==> src/rtl/svp_pkg.sv <==
package svp_pkg;
  typedef enum logic {
    MODE_SYNC  = 1'b0,
    MODE_ASYNC = 1'b1
  } port_mode_e;

  localparam int PATH_W = 4;

  // path code selects the parallel source only when nonzero with top bit clear
  function automatic logic path_live(input logic [PATH_W-1:0] code);
    return (code != '0) && !code[PATH_W-1];
  endfunction
endpackage

==> src/rtl/svp_sync.sv <==
module svp_sync #(
  parameter int W      = 4,
  parameter int STAGES = 2
) (
  input  logic         clk_i,
  input  logic         rst_ni,
  input  logic [W-1:0] d_i,
  output logic [W-1:0] q_o
);
  logic [W-1:0] stg [STAGES];

  always_ff @(posedge clk_i or negedge rst_ni) begin
    if (!rst_ni) begin
      for (int i = 0; i < STAGES; i++) stg[i] <= '0;
    end else begin
      stg[0] <= d_i;
      for (int i = 1; i < STAGES; i++) stg[i] <= stg[i-1];
    end
  end

  assign q_o = stg[STAGES-1];
endmodule

==> src/rtl/svp_bitgen.sv <==
module svp_bitgen #(
  parameter int DIV_SLOW = 32,
  parameter int DIV_FAST = 16
) (
  input  logic       clk_i,
  input  logic       rst_ni,
  input  logic       async_i,
  input  logic [1:0] rate_i,
  input  logic       restart_i,
  input  logic       mclk_rise_i,
  input  logic       bclk_rise_i,
  input  logic       bclk_fall_i,
  output logic       shift_ev_o,
  output logic       sample_ev_o
);
  localparam int PH_W = $clog2(DIV_SLOW);
  localparam logic [PH_W-1:0] SLOW_END = PH_W'(DIV_SLOW - 1);
  localparam logic [PH_W-1:0] FAST_END = PH_W'(DIV_FAST - 1);
  localparam logic [PH_W-1:0] SLOW_MID = PH_W'(DIV_SLOW / 2 - 1);
  localparam logic [PH_W-1:0] FAST_MID = PH_W'(DIV_FAST / 2 - 1);

  logic [PH_W-1:0] ph;
  logic            fast;
  logic [PH_W-1:0] ph_end, ph_mid;
  logic            tick;

  assign fast   = (rate_i == 2'b01);
  assign ph_end = fast ? FAST_END : SLOW_END;
  assign ph_mid = fast ? FAST_MID : SLOW_MID;
  assign tick   = async_i && mclk_rise_i && !restart_i;

  always_ff @(posedge clk_i or negedge rst_ni) begin
    if (!rst_ni)          ph <= '0;
    else if (restart_i)   ph <= '0;
    else if (mclk_rise_i) ph <= (ph >= ph_end) ? '0 : ph + 1'b1;
  end

  // internal edges in async mode, synchronized external edges otherwise
  assign shift_ev_o  = async_i ? (tick && ph == ph_end) : bclk_rise_i;
  assign sample_ev_o = async_i ? (tick && ph == ph_mid) : bclk_fall_i;

  AST_EVENTS_EXCL: assert property (@(posedge clk_i) disable iff (!rst_ni)
    !(shift_ev_o && sample_ev_o));
endmodule

==> src/rtl/svp_core.sv <==
module svp_core #(
  parameter int                  SAMPLE_W = 8,
  parameter logic [SAMPLE_W-1:0] QUIET    = 8'hFF
) (
  input  logic                  clk_i,
  input  logic                  rst_ni,
  input  logic                  async_i,
  input  logic                  start_i,
  input  logic                  stop_i,
  input  logic                  active_i,
  input  logic                  shift_ev_i,
  input  logic                  sample_ev_i,
  input  logic                  din_i,
  input  logic [3:0]            path_i,
  input  logic [SAMPLE_W-1:0]   tx_data_i,
  input  logic                  tx_valid_i,
  output logic                  dout_o,
  output logic                  oe_o,
  output logic [SAMPLE_W-1:0]   rx_data_o,
  output logic                  rx_valid_o,
  output logic                  err_o
);
  localparam int CNT_W = $clog2(SAMPLE_W + 1);
  localparam logic [CNT_W-1:0] FULL = CNT_W'(SAMPLE_W);
  localparam logic [CNT_W-1:0] LAST = CNT_W'(SAMPLE_W - 1);

  logic [SAMPLE_W-1:0] tx_sh, tx_prev, tx_fresh, tx_view;
  logic [SAMPLE_W-1:0] rx_sh, rx_hold, rx_word;
  logic [CNT_W-1:0]    bit_cnt, tx_idx;
  logic                capture, word_done;

  assign tx_fresh  = (svp_pkg::path_live(path_i) && tx_valid_i) ? tx_data_i : QUIET;
  assign capture   = active_i && !start_i && sample_ev_i && (bit_cnt < FULL);
  assign word_done = capture && (bit_cnt == LAST);
  assign rx_word   = {rx_sh[SAMPLE_W-2:0], din_i};

  always_ff @(posedge clk_i or negedge rst_ni) begin
    if (!rst_ni) begin
      tx_sh   <= QUIET;
      tx_prev <= QUIET;
      bit_cnt <= FULL;
      tx_idx  <= FULL;
      rx_sh   <= '0;
    end else if (start_i) begin
      tx_sh   <= async_i ? tx_prev : tx_fresh;
      tx_prev <= tx_fresh;
      bit_cnt <= '0;
      tx_idx  <= '0;
    end else if (active_i) begin
      if (shift_ev_i) tx_idx <= bit_cnt;
      if (capture) begin
        rx_sh   <= rx_word;
        bit_cnt <= bit_cnt + 1'b1;
      end
    end
  end

  always_ff @(posedge clk_i or negedge rst_ni) begin
    if (!rst_ni) begin
      rx_hold    <= QUIET;
      rx_data_o  <= '0;
      rx_valid_o <= 1'b0;
      err_o      <= 1'b0;
    end else begin
      rx_valid_o <= word_done;
      err_o      <= stop_i && (bit_cnt != FULL);
      if (word_done) begin
        rx_data_o <= async_i ? rx_hold : rx_word;
        rx_hold   <= rx_word;
      end
    end
  end

  assign tx_view = tx_sh << tx_idx;
  assign oe_o    = active_i && !start_i;
  assign dout_o  = oe_o && ((tx_idx < FULL) ? tx_view[SAMPLE_W-1] : 1'b1);

  AST_RX_SINGLE: assert property (@(posedge clk_i) disable iff (!rst_ni)
    rx_valid_o |=> !rx_valid_o);
  AST_ERR_EXCL: assert property (@(posedge clk_i) disable iff (!rst_ni)
    err_o |-> !rx_valid_o);
  AST_CNT_BOUND: assert property (@(posedge clk_i) disable iff (!rst_ni)
    bit_cnt <= FULL);
  AST_IDX_LAG: assert property (@(posedge clk_i) disable iff (!rst_ni)
    active_i |-> tx_idx <= bit_cnt);
  AST_QUIET_FILL: assert property (@(posedge clk_i) disable iff (!rst_ni)
    (start_i && !async_i && !svp_pkg::path_live(path_i)) |=> tx_sh == QUIET);
endmodule

==> src/rtl/strobe_voice_port.sv <==
module strobe_voice_port #(
  parameter int                  SAMPLE_W    = 8,
  parameter logic [SAMPLE_W-1:0] QUIET       = 8'hFF,
  parameter int                  SYNC_STAGES = 2,
  parameter int                  DIV_SLOW    = 32,
  parameter int                  DIV_FAST    = 16
) (
  input  logic                clk_i,
  input  logic                rst_ni,
  input  logic                mode_i,
  input  logic [1:0]          rate_i,
  input  logic                bclk_i,
  input  logic                mclk_i,
  input  logic                strobe_i,
  input  logic                din_i,
  output logic                dout_o,
  output logic                dout_oe_o,
  input  logic [3:0]          tx_path_i,
  input  logic [SAMPLE_W-1:0] tx_data_i,
  input  logic                tx_valid_i,
  output logic [SAMPLE_W-1:0] rx_data_o,
  output logic                rx_valid_o,
  output logic                err_o
);
  import svp_pkg::*;

  port_mode_e mode;
  logic       is_async;
  logic [3:0] line_q;
  logic       bclk_s, mclk_s, stb_s, din_s;
  logic       bclk_d, mclk_d, stb_d;
  logic       start, stop, shift_ev, sample_ev;

  assign mode     = port_mode_e'(mode_i);
  assign is_async = (mode == MODE_ASYNC);

  svp_sync #(.W(4), .STAGES(SYNC_STAGES)) u_sync (
    .clk_i (clk_i),
    .rst_ni(rst_ni),
    .d_i   ({din_i, strobe_i, mclk_i, bclk_i}),
    .q_o   (line_q)
  );

  assign {din_s, stb_s, mclk_s, bclk_s} = line_q;

  always_ff @(posedge clk_i or negedge rst_ni) begin
    if (!rst_ni) begin
      bclk_d <= 1'b0;
      mclk_d <= 1'b0;
      stb_d  <= 1'b0;
    end else begin
      bclk_d <= bclk_s;
      mclk_d <= mclk_s;
      stb_d  <= stb_s;
    end
  end

  assign start = stb_s && !stb_d;
  assign stop  = !stb_s && stb_d;

  svp_bitgen #(.DIV_SLOW(DIV_SLOW), .DIV_FAST(DIV_FAST)) u_bitgen (
    .clk_i      (clk_i),
    .rst_ni     (rst_ni),
    .async_i    (is_async),
    .rate_i     (rate_i),
    .restart_i  (start),
    .mclk_rise_i(mclk_s && !mclk_d),
    .bclk_rise_i(bclk_s && !bclk_d),
    .bclk_fall_i(!bclk_s && bclk_d),
    .shift_ev_o (shift_ev),
    .sample_ev_o(sample_ev)
  );

  svp_core #(.SAMPLE_W(SAMPLE_W), .QUIET(QUIET)) u_core (
    .clk_i      (clk_i),
    .rst_ni     (rst_ni),
    .async_i    (is_async),
    .start_i    (start),
    .stop_i     (stop),
    .active_i   (stb_s),
    .shift_ev_i (shift_ev),
    .sample_ev_i(sample_ev),
    .din_i      (din_s),
    .path_i     (tx_path_i),
    .tx_data_i  (tx_data_i),
    .tx_valid_i (tx_valid_i),
    .dout_o     (dout_o),
    .oe_o       (dout_oe_o),
    .rx_data_o  (rx_data_o),
    .rx_valid_o (rx_valid_o),
    .err_o      (err_o)
  );

  AST_OE_IDLE: assert property (@(posedge clk_i) disable iff (!rst_ni)
    !dout_oe_o |-> !dout_o);
  AST_OE_STROBE: assert property (@(posedge clk_i) disable iff (!rst_ni)
    dout_oe_o |-> stb_s);
endmodule

==> config.mk <==
export PLATFORM = sky130hd
export DESIGN_NAME = strobe_voice_port
export DESIGN_NICKNAME = d
export VERILOG_FILES = /design/src/rtl/svp_pkg.sv /design/src/rtl/svp_sync.sv /design/src/rtl/svp_bitgen.sv /design/src/rtl/svp_core.sv /design/src/rtl/strobe_voice_port.sv
export SDC_FILE = /design/constraint.sdc
export NUM_CORES = 1
export LEC_CHECK = 0
export ABC_AREA = 1
export ABC_CLOCK_PERIOD_IN_PS = 1600
export BUFFER_PORTS_ARGS = -buffer_cell sky130_fd_sc_hd__buf_2
export CORE_MARGIN = 1
export CORE_UTILIZATION = 51
export DETAILED_ROUTE_END_ITERATION = 16
export PLACE_DENSITY_LB_ADDON = 0.2
export SLEW_MARGIN = 20
export SYNTH_ARGS = -nofsm -noshare
export SYNTH_HDL_FRONTEND = slang
export SYNTH_SLANG_ARGS = --single-unit
==> constraint.sdc <==
create_clock -name clk_i -period 1.6 [get_ports clk_i]
set_input_delay 0.16 -clock clk_i [delete_from_list [all_inputs] [get_ports clk_i]]
set_output_delay 0.16 -clock clk_i [all_outputs]
set_load 0.1 [all_outputs]
### Word-level counts from Yosys, hierarchy flattened

Cells that the tools add are included.

| word-level totals | value |
|---|---|
| register bits after elaboration | 65 |
| bits in latches | 0 |
| RAM bits | 0 |
| ROM bits | 0 |
| input port bits | 22 |
| output and inout port bits | 12 |
| logic and storage cells | 76 |
| memories kept | 0 |

| operators by class | value |
|---|---|
| $add $sub $neg | 2 |
| multiply operators | 0 |
| divide/modulo/power cells | 0 |
| magnitude comparators | 3 |
| equality and inequality tests | 5 |
| shift operators | 1 |
| mux-type cells | 17 |
| bitwise gates (word level) | 1 |
| reductions and logical operators | 32 |

Operator list:

| kind | count |
|---|---|
| two-way mux 4 bit | 7 |
| two-way mux 8 bit | 3 |
| two-way mux 5 bit | 4 |
| logical AND 1 bit | 17 |
| == test 5 bit | 2 |
| less-than comparator 4 bit (second input constant) | 2 |
| nonzero test 2 bit | 4 |
| left shift 8 x 4 -> 8 bit | 1 |
| logical NOT 1 bit | 7 |
| adder 5 x 1 -> 5 bit (second input constant) | 1 |
| greater-or-equal comparator 5 bit | 1 |
| adder 4 x 1 -> 4 bit (second input constant) | 1 |
| == test 4 x 3 -> 1 bit (second input constant) | 1 |
| inequality test 4 bit (second input constant) | 1 |
| AND reduction 2 bit | 2 |
| nonzero test 4 bit | 1 |
| two-way mux 1 bit | 3 |
| AND reduction 3 bit | 1 |
| == test 2 x 1 -> 1 bit (second input constant) | 1 |
| inverter 1 bit | 1 |

### Logic depth before layout (Yosys ltp)

Gate-level depths: netlist of the first run.

| depth | value |
|---|---|
| word-level depth | 11 |
| mapped depth | 10 |
| depth with buffers taken out | 9 |

### By module

Synthesis of the first run repeated with hierarchy kept, for this count alone.

| unflattened totals | value |
|---|---|
| cell total of the unflattened synthesis | 347 |
| area total of the unflattened synthesis | 3035.4 sq um |

By module, submodules not included:

| module | instances | cells an instance | area each (sq um) | seq. area each (sq um) |
|---|---|---|---|---|
| svp_core | 1 | 265 | 2311.0 | 1258.7 |
| svp_bitgen | 1 | 57 | 381.6 | 125.1 |
| svp_sync | 1 | 12 | 230.2 | 200.2 |
| strobe_voice_port | 1 | 13 | 112.6 | 75.1 |

### Worst setup path after synthesis of the first run

No wires, ideal clock.

| path | value |
|---|---|
| kind | reg2out |
| start point | register stb_d |
| end point | output dout_o |
| data arrival time | 1971 ps |
| path slack | -531 ps |
| cell stages (with the launch flop) | 5 |
| buffers on the path | 0 |
| path through | dfrtp_1 > nand2_1 > inv_1 > o21ai_0 > inv_1 |

| between the ends | value |
|---|---|
| longest elaborated chain between the ends | 5 |

RTL lines:

| what | line | source |
|---|---|---|
| start: declaration | strobe_voice_port.sv:31 | `logic bclk_d, mclk_d, stb_d;` |
| start signal: assignment | strobe_voice_port.sv:54 | `stb_d <= stb_s;` |
| logical NOT 1 bit | strobe_voice_port.sv:58 | `assign start = stb_s && !stb_d;` |
| logical AND 1 bit | strobe_voice_port.sv:58 |  |
| logical NOT 1 bit | svp_core.sv:75 | `assign oe_o = active_i && !start_i;` |
| logical AND 1 bit | svp_core.sv:75 |  |
| via dout_oe_o | strobe_voice_port.sv:17 | `output logic dout_oe_o,` |
| logical AND 1 bit | svp_core.sv:76 | `assign dout_o = oe_o && ((tx_idx < FULL) ? tx_view[SAMPLE_W-1] : 1'b1);` |
| end: declaration | strobe_voice_port.sv:16 | `output logic dout_o,` |

The timed path passes the listed nets, and every way through them passes these cells.

### Final worst setup path of the first run

| path | value |
|---|---|
| start point | register u_sync.stg, in the netlist u_sync.q_o[2] |
| end point | output dout_o |

| between the ends | value |
|---|---|
| longest elaborated chain between the ends | 4 |

RTL lines:

| what | line | source |
|---|---|---|
| start: declaration | svp_sync.sv:10 | `logic [W-1:0] stg [STAGES];` |
| logical AND 1 bit | strobe_voice_port.sv:58 |  |
| logical NOT 1 bit | svp_core.sv:75 |  |
| logical AND 1 bit * | svp_core.sv:75 |  |
| logical AND 1 bit * | svp_core.sv:76 |  |

Mark *: on every way between the ends. The rest lies on a longest branch, timed or not.

==> metrics, run 1 <==
starting density of the core=54.07%; Syn Nets=383; synthesized-area fraction occupied by adder cells=1.641%; Buf+Inv Stages, Crit Path=3; final hold violations=0; Routed WL=5.884 mm; placed cell areas=3363 sq um; Seq cells post-synth=65; CTS tree=yes; Worst path max stage delay=440 ps; RSZ-0062 raised after global routing=true; hold_ws=158.8 ps; outcome=finished, violations left; Detail Placement HPWL=4.014 mm; worst setup margin=-23.93 ps; die area=6295 sq um; initial antenna violation count=0; DRT iter0 DRCs=130; Max Cap Violations=0; CP Cell Sequence=nand2_1 > clkinvlp_4 > o21ai_2 > inv_4 > buf_12; failing checks=setup timing; post-route insts no fill=482; Num CTS Buffers=9; CP max stage cell=dfrtp_1; Worst-Skew Late Latency=340 ps; post-route cell area=3632 sq um; Worst VDD drop=0.0005913 V; Max FO, Critical Path=4; Setup-failing EPs final=1; CTS Buffer Depth=2; total grt overflow=0; Placer Congestion=0.8110; fin crit period=1624 ps; HP Class=in -> reg; LEAKAGE=1.828 nW; PortBufs=33; worst endpoint required time=1440 ps; WP data arrival=1460 ps; Vias=2443; H-tree lvl count=3; number of synthesis warnings=0; Syn Inst Count=357; Via-to-Cell Ratio=5.068; fmax=615.8 MHz; largest net degree at the start of global routing=66; Overall Global Routing Usage=20.88%; clock skew=7.938 ps; PwrDens=1011 nW/um^2; Area Growth Syn to Fin=19.07%; n_diodes=0; Worst-path clk slew=70 ps; first-pass GRT wire length=10.01 mm; CTS root buf=clkbuf_8; Mapped Area=3050 sq um; core area=5642 sq um; crit path launch type=flip-flop; Inst Count DP=460; # rows=27; Slew Viols, Final=0; Final period util=101.5%; Avg Cell Area, Syn=8.545 sq um; postcts setup bufs=0; IO Count=34; vias in the first global route=2217; clk sinks=65; Tot Pwr=3.674 mW; fin nets=431; largest family of logic cells by synthesized area=simple AND/OR/NAND/NOR gates; DP Worst Slack=81.97 ps; Synth cell types=26; post-synthesis sequential area ratio=54.39%; Synth Area in Compound Gates=6.727%; share of layout cells above drive strength 1=25.61%; final core utilization=64.38%; Filler cells=482; CP Capture Type=output pin; Post-Synth XOR/XNOR Area=0.5742%; DR WL/cell=12.21 um; ANT nets after route=0; slew of the pin with the lowest slew margin=485.4 ps; Pre-antenna DRT Iters=4; simple-gate portion of the synthesized area=28.79%; Remaining DRCs=0; Slew Limit Headroom=67.86%; multiplexer share of the synthesized area=0%; Setup Crit Path Kind=reg -> out; Setup TNS=-23.93 ps; Die X=79.34 um; die height=79.34 um; delay-heaviest family, CP=flip-flops
[synthesized netlist by cell type, drive strengths merged]
library cell / count / area share (%)
inv: 37 / 4.6
clkbuf: 4 / 0.49
xnor2: 1 / 0.29
ha: 4 / 1.6
dfrtp: 39 / 32
xor2: 1 / 0.29
buf: 10 / 2.7
nand4: 27 / 5.5
a21oi: 19 / 3.1
nand3b: 1 / 0.25
clkinv: 1 / 0.12
nand3: 20 / 4.0
o21ai: 22 / 3.6
dfstp: 26 / 22
nand2: 125 / 16
nor2: 20 / 3.0
[routing by layer]
metal,vias to the layer above,global-route usage (%),share of wire (%)
met5,-,0,0
met4,0,8.909,1.6
met3,9,3.908,4.1
met2,56,31.03,44
met1,1121,29.83,50
li1,1257,-,-
[final timing paths]
check | startpoint | endpoint | slack [ps] | depth (start not counted)
min in group asynchronous | rst_ni | u_bitgen.ph[2]$_DFFE_PN0P_ | 360 | 3
max reg2reg | u_core.bit_cnt[0]$_DFFE_PN0P_ | u_core.rx_data_o[1]$_DFFE_PN0P_ | 130 | 6
min reg2reg | u_sync.stg[6]$_DFF_PN0_ | u_sync.q_o[2]$_DFF_PN0_ | 350 | 0
max in group asynchronous | rst_ni | u_core.tx_prev[0]$_DFFE_PN1P_ | 910 | 3
max | u_sync.q_o[2]$_DFF_PN0_ | dout_o | -20 | 5
min | tx_data_i[5] | u_core.tx_prev[5]$_DFFE_PN1P_ | 160 | 5
[worst register-to-register path, cell delays in order (launching register included)]
cell and delay (ps):
dfrtp_1 410, ha_1 220, nand2_1 120, clkinvlp_4 240
buf_4 240, nand4_1 90, nand2_1 60
[flip-flops by register name (all words and copies together), names as in the netlist]
| signal | count |
|---|---|
| u_sync.q_o | 4 |
| u_core.rx_sh | 7 |
| u_core.bit_cnt | 4 |
| bclk_d | 1 |
| u_core.rx_data_o | 8 |
| u_bitgen.ph | 5 |
| mclk_d | 1 |
| u_core.tx_idx | 4 |
| u_sync.stg | 4 |
| u_core.tx_prev | 8 |
| u_core.tx_sh | 8 |
| u_core.rx_valid_o | 1 |
| stb_d | 1 |
| u_core.err_o | 1 |
| u_core.rx_hold | 8 |
[layout by cell type (no fill, tap or decap), drive strengths merged]
| cell | count |
|---|---|
| buf | 45 |
| dfstp | 26 |
| nand3b | 1 |
| xnor2 | 1 |
| dlygate4sd3 | 5 |
| nand2 | 125 |
| bufinv | 1 |
| inv | 36 |
| nand3 | 21 |
| a21oi | 19 |
| nand4 | 27 |
| clkinv | 2 |
| o21ai | 22 |
| xor2 | 1 |
| nor2 | 20 |
| ha | 4 |
| dfrtp | 39 |
| clkinvlp | 2 |
| clkbuf | 13 |
[what timing repair did]
item                                    in CTS  in global routing
pin swaps                                    1                  5
endpoints found under the setup margin       1                 14
hold buffers                                 5                  0
cloned                                       0                  1
resized for setup                            2                  4
hold endpoints to repair                    43                  0
[cell families (layout without fill, tap and decap cells)]
kind of cell | after synthesis | count (layout)
adders and majority gates | 4 | 4
DFF | 65 | 65
xor gates and xnor gates | 2 | 2
and+or+nand+nor | 193 | 194
buffers and inverters | 52 | 104
AOI/OAI and AO/OA | 41 | 41
[power by group]
part           total [mW]  internal (mW)  switching (mW)
Clock                1.38          0.801           0.583
Sequential           1.86           1.79          0.0725
Combinational       0.426          0.160           0.266
Total                3.67           2.75           0.922
[layout make-up]
class / count / area (sq um) / share of cell area (%)
flip-flops and latches: 65 / 1660 / 45.71
well taps: 72 / 90.09 / 2.480
inverters: 38 / 152.6 / 4.203
clock inverters: 3 / 40.04 / 1.102
repair buffers: 50 / 360.3 / 9.921
clock buffers: 13 / 158.9 / 4.375
multi-input cells: 241 / 1170 / 32.21
Note: power is estimated with default switching activity, not from simulation.
==> inputs of run 2 (changes only) <==
--- a/config.mk
+++ b/config.mk
@@ -6,11 +6,12 @@
 export NUM_CORES = 1
 export LEC_CHECK = 0
 export ABC_AREA = 1
-export ABC_CLOCK_PERIOD_IN_PS = 1600
+export ABC_CLOCK_PERIOD_IN_PS = 1740
 export BUFFER_PORTS_ARGS = -buffer_cell sky130_fd_sc_hd__buf_2
 export CORE_MARGIN = 1
 export CORE_UTILIZATION = 51
 export DETAILED_ROUTE_END_ITERATION = 16
+export GPL_TIMING_DRIVEN = 0
 export PLACE_DENSITY_LB_ADDON = 0.2
 export SLEW_MARGIN = 20
 export SYNTH_ARGS = -nofsm -noshare
==> constraint.sdc (replaced) <==
create_clock -name clk_i -period 1.74 [get_ports clk_i]
set_input_delay 0.174 -clock clk_i [delete_from_list [all_inputs] [get_ports clk_i]]
set_output_delay 0.174 -clock clk_i [all_outputs]
set_load 0.1 [all_outputs]
==> run 2 against run 1 <==
Against the previous run:
- the flow now finishes without violations
- register-to-register slack about the same
- design area fell by 1.4%
- sequential power is 8% lower
- sequential share of layout area increased by 0.67 points
==> metrics, run 2 (synthesized netlist as in run 1, its figures left out) <==
outcome=finished clean; Area Growth Syn to Fin=17.35%; CP endpoint=dout_oe_o; PwrDens=895.5 nW/um^2 (-11%); slew of the pin with the lowest slew margin=477.3 ps (-8.123 ps); CTS Buffer Depth=2 (unchanged); worst endpoint required time=1570 ps (+130 ps); vias in the first global route=2406 (+8.5%); LEAKAGE=1.805 nW (-1.2%); HP Class=in -> reg; Via-to-Cell Ratio=5.231 (+3.2%); PortBufs=31 (-6.1%); Clock power frac=34.3% (-3.4 points); final hold violations=0 (unchanged); largest net degree at the start of global routing=50 (-24%); logic gate share of total power=12.2% (+0.6 points); DR WL/cell=13.36 um (+9.4%); die height=79.34 um (unchanged); cell internal pwr=2.340 mW (-15%); die area=6295 sq um (unchanged); Net Switching=865.8 uW (-6.1%); Num CTS Buffers=9 (unchanged); Worst-path clk slew=70 ps (about the same); WP data arrival=1490 ps (+30 ps); DRT iter0 DRCs=152 (+17%); delay-heaviest family, CP=buffers and inverters; n_diodes=0 (unchanged); Overall Global Routing Usage=23.25% (+2.4 points); Placer Congestion=0.8232 (+1.5%); Die X=79.34 um (unchanged); CP max stage cell=dfrtp_1; Worst VDD drop=0.0006836 V (+16%); crit path launch type=flip-flop; Buf+Inv Stages, Crit Path=2 (-1); CTS tree=yes; switching share of power=27.01% (+1.9 points); ANT nets after route=0 (unchanged); WP depth=3 (-2); Final period util=95.45%; Worst path max stage delay=420 ps (-20 ps); CTS root buf=clkbuf_8; # rows=27 (unchanged); R2R depth=7 (+1); Tot Pwr=3.206 mW (-13%); IO Count=34 (unchanged); Max FO, Critical Path=4 (unchanged); fmax=602.1 MHz; first-pass GRT wire length=11.03 mm (+10%); Reg power frac=53.5% (+2.8 points); Slew Limit Headroom=68.18% (+0.32 points); CP Cell Sequence=nand2_1 > clkinvlp_4 > buf_2; starting density of the core=54.07% (unchanged); Setup TNS=0 ps (+23.93 ps); Detail Placement HPWL=4.398 mm (+9.6%); clock skew=9.962 ps (+2.024 ps); Setup Crit Path Kind=reg -> out; H-tree lvl count=3 (unchanged); CP Capture Type=output pin; clk sinks=65 (unchanged); leading cell type in the layout, fill and taps excluded=nand2_1; final core utilization=63.45% (-0.93 points); Routed WL=6.466 mm (+9.9%); fin crit period=1661 ps; Remaining DRCs=0 (unchanged); Worst R2R End=u_core.rx_hold[7]$_DFFE_PN1P_; Vias=2532 (+3.6%); RSZ-0062 raised after global routing=true; core area=5642 sq um (unchanged); share of layout cells above drive strength 1=23.79% (-1.8 points); fin nets=433 (+0.46%); Setup-failing EPs final=0 (-1); r2r setup slk=140 ps (about the same); Pre-antenna DRT Iters=4 (unchanged); initial antenna violation count=0 (unchanged); Max Cap Violations=0 (unchanged); origin of the worst setup path=stb_d$_DFF_PN0_; total grt overflow=0 (unchanged); commonest cells after routing, fill and taps aside=nand2_1, dfrtp_1, inv_1, buf_2, nand4_1; Slew Viols, Final=0 (unchanged); Worst-Skew Late Latency=340 ps (about the same); RR Startpoint=u_core.bit_cnt[0]$_DFFE_PN0P_
-- run 2: cell types whose count changed in the layout (fill, tap and decap cells not counted), sizes merged --
cell,previous run,this run
clkbuf,13,17
buf,45,44
bufinv,1,0
clkinv,2,3
nand3,21,20
-- run 2: per-stage QoR --
step                      cell area, sq um  hold WS [ps]  setup slack, ps  cells
final                                 3580         166.9            79.23    484
after global routing                  3580         186.1           -3.781    484
after CTS                             3558         153.7            20.30    483
after detailed placement              3329         60.22            150.0    461
after global placement                3299         281.4            189.4    460
after floorplan                       3054        -121.6            41.89    357
-- run 2: layout make-up --
| class | instances | area, sq um |
|---|---|---|
| multi-input cells | 240 | 1155 |
| fillers | 499 | 2062 |
| clock buffers | 13 | 148.9 |
| well taps | 72 | 90.09 |
| inverters | 38 | 146.4 |
| plain buffers | 14 | 97.59 |
| flip-flops and latches | 65 | 1660 |
| clock inverters | 3 | 16.27 |
| repair buffers | 39 | 265.3 |
-- run 2: repair_timing --
item,CTS,global route
gates resized for setup,4,5
hold buffers,5,0
setup endpoints to repair,1,5
setup buffers,1,1
hold endpoints to repair,33,0
gates cloned,0,0
-- run 2: worst min-delay path, cell delays in order --
cell     delay, ps
buf_2           70
inv_1           30
nand4_1         90
nand2_1         50
nand2_1         50
-- run 2: routing by layer --
layer / part of all wire [%] / vias up / global-route usage (%) / routed length (um)
met5: 0 / - / 0 / 0
met4: 1.6 / 0 / 9.636 / 102
met3: 4.4 / 13 / 5.287 / 284
met2: 47 / 60 / 36.90 / 3027
met1: 47 / 1198 / 30.67 / 3052
li1: - / 1261 / - / -
-- run 2: worst min-delay path by stage --
stage,startpoint,endpoint,depth (start not counted)
floorplan,rst_ni,bclk_d$_DFF_PN0_,0
global placement,din_i,u_sync.stg[7]$_DFF_PN0_,1
detailed placement,rst_ni,u_bitgen.ph[3]$_DFFE_PN0P_,1
CTS,tx_data_i[5],u_core.tx_prev[5]$_DFFE_PN1P_,5
global route,tx_data_i[0],u_core.tx_prev[0]$_DFFE_PN1P_,5
finish,tx_data_i[0],u_core.tx_prev[0]$_DFFE_PN1P_,5
-- run 2: power by group through the flow --
| stage | logic [mW] | registers (mW) | clock network [mW] |
|---|---|---|---|
| finish | 0.391 | 1.71 | 1.10 |
| global route | 0.442 | 1.73 | 1.19 |
| CTS | 0.388 | 1.71 | 1.13 |
| detailed placement | 0.371 | 1.74 | 0 |
| global placement | 0.351 | 1.73 | 0 |
| floorplan | 0.244 | 1.73 | 0 |
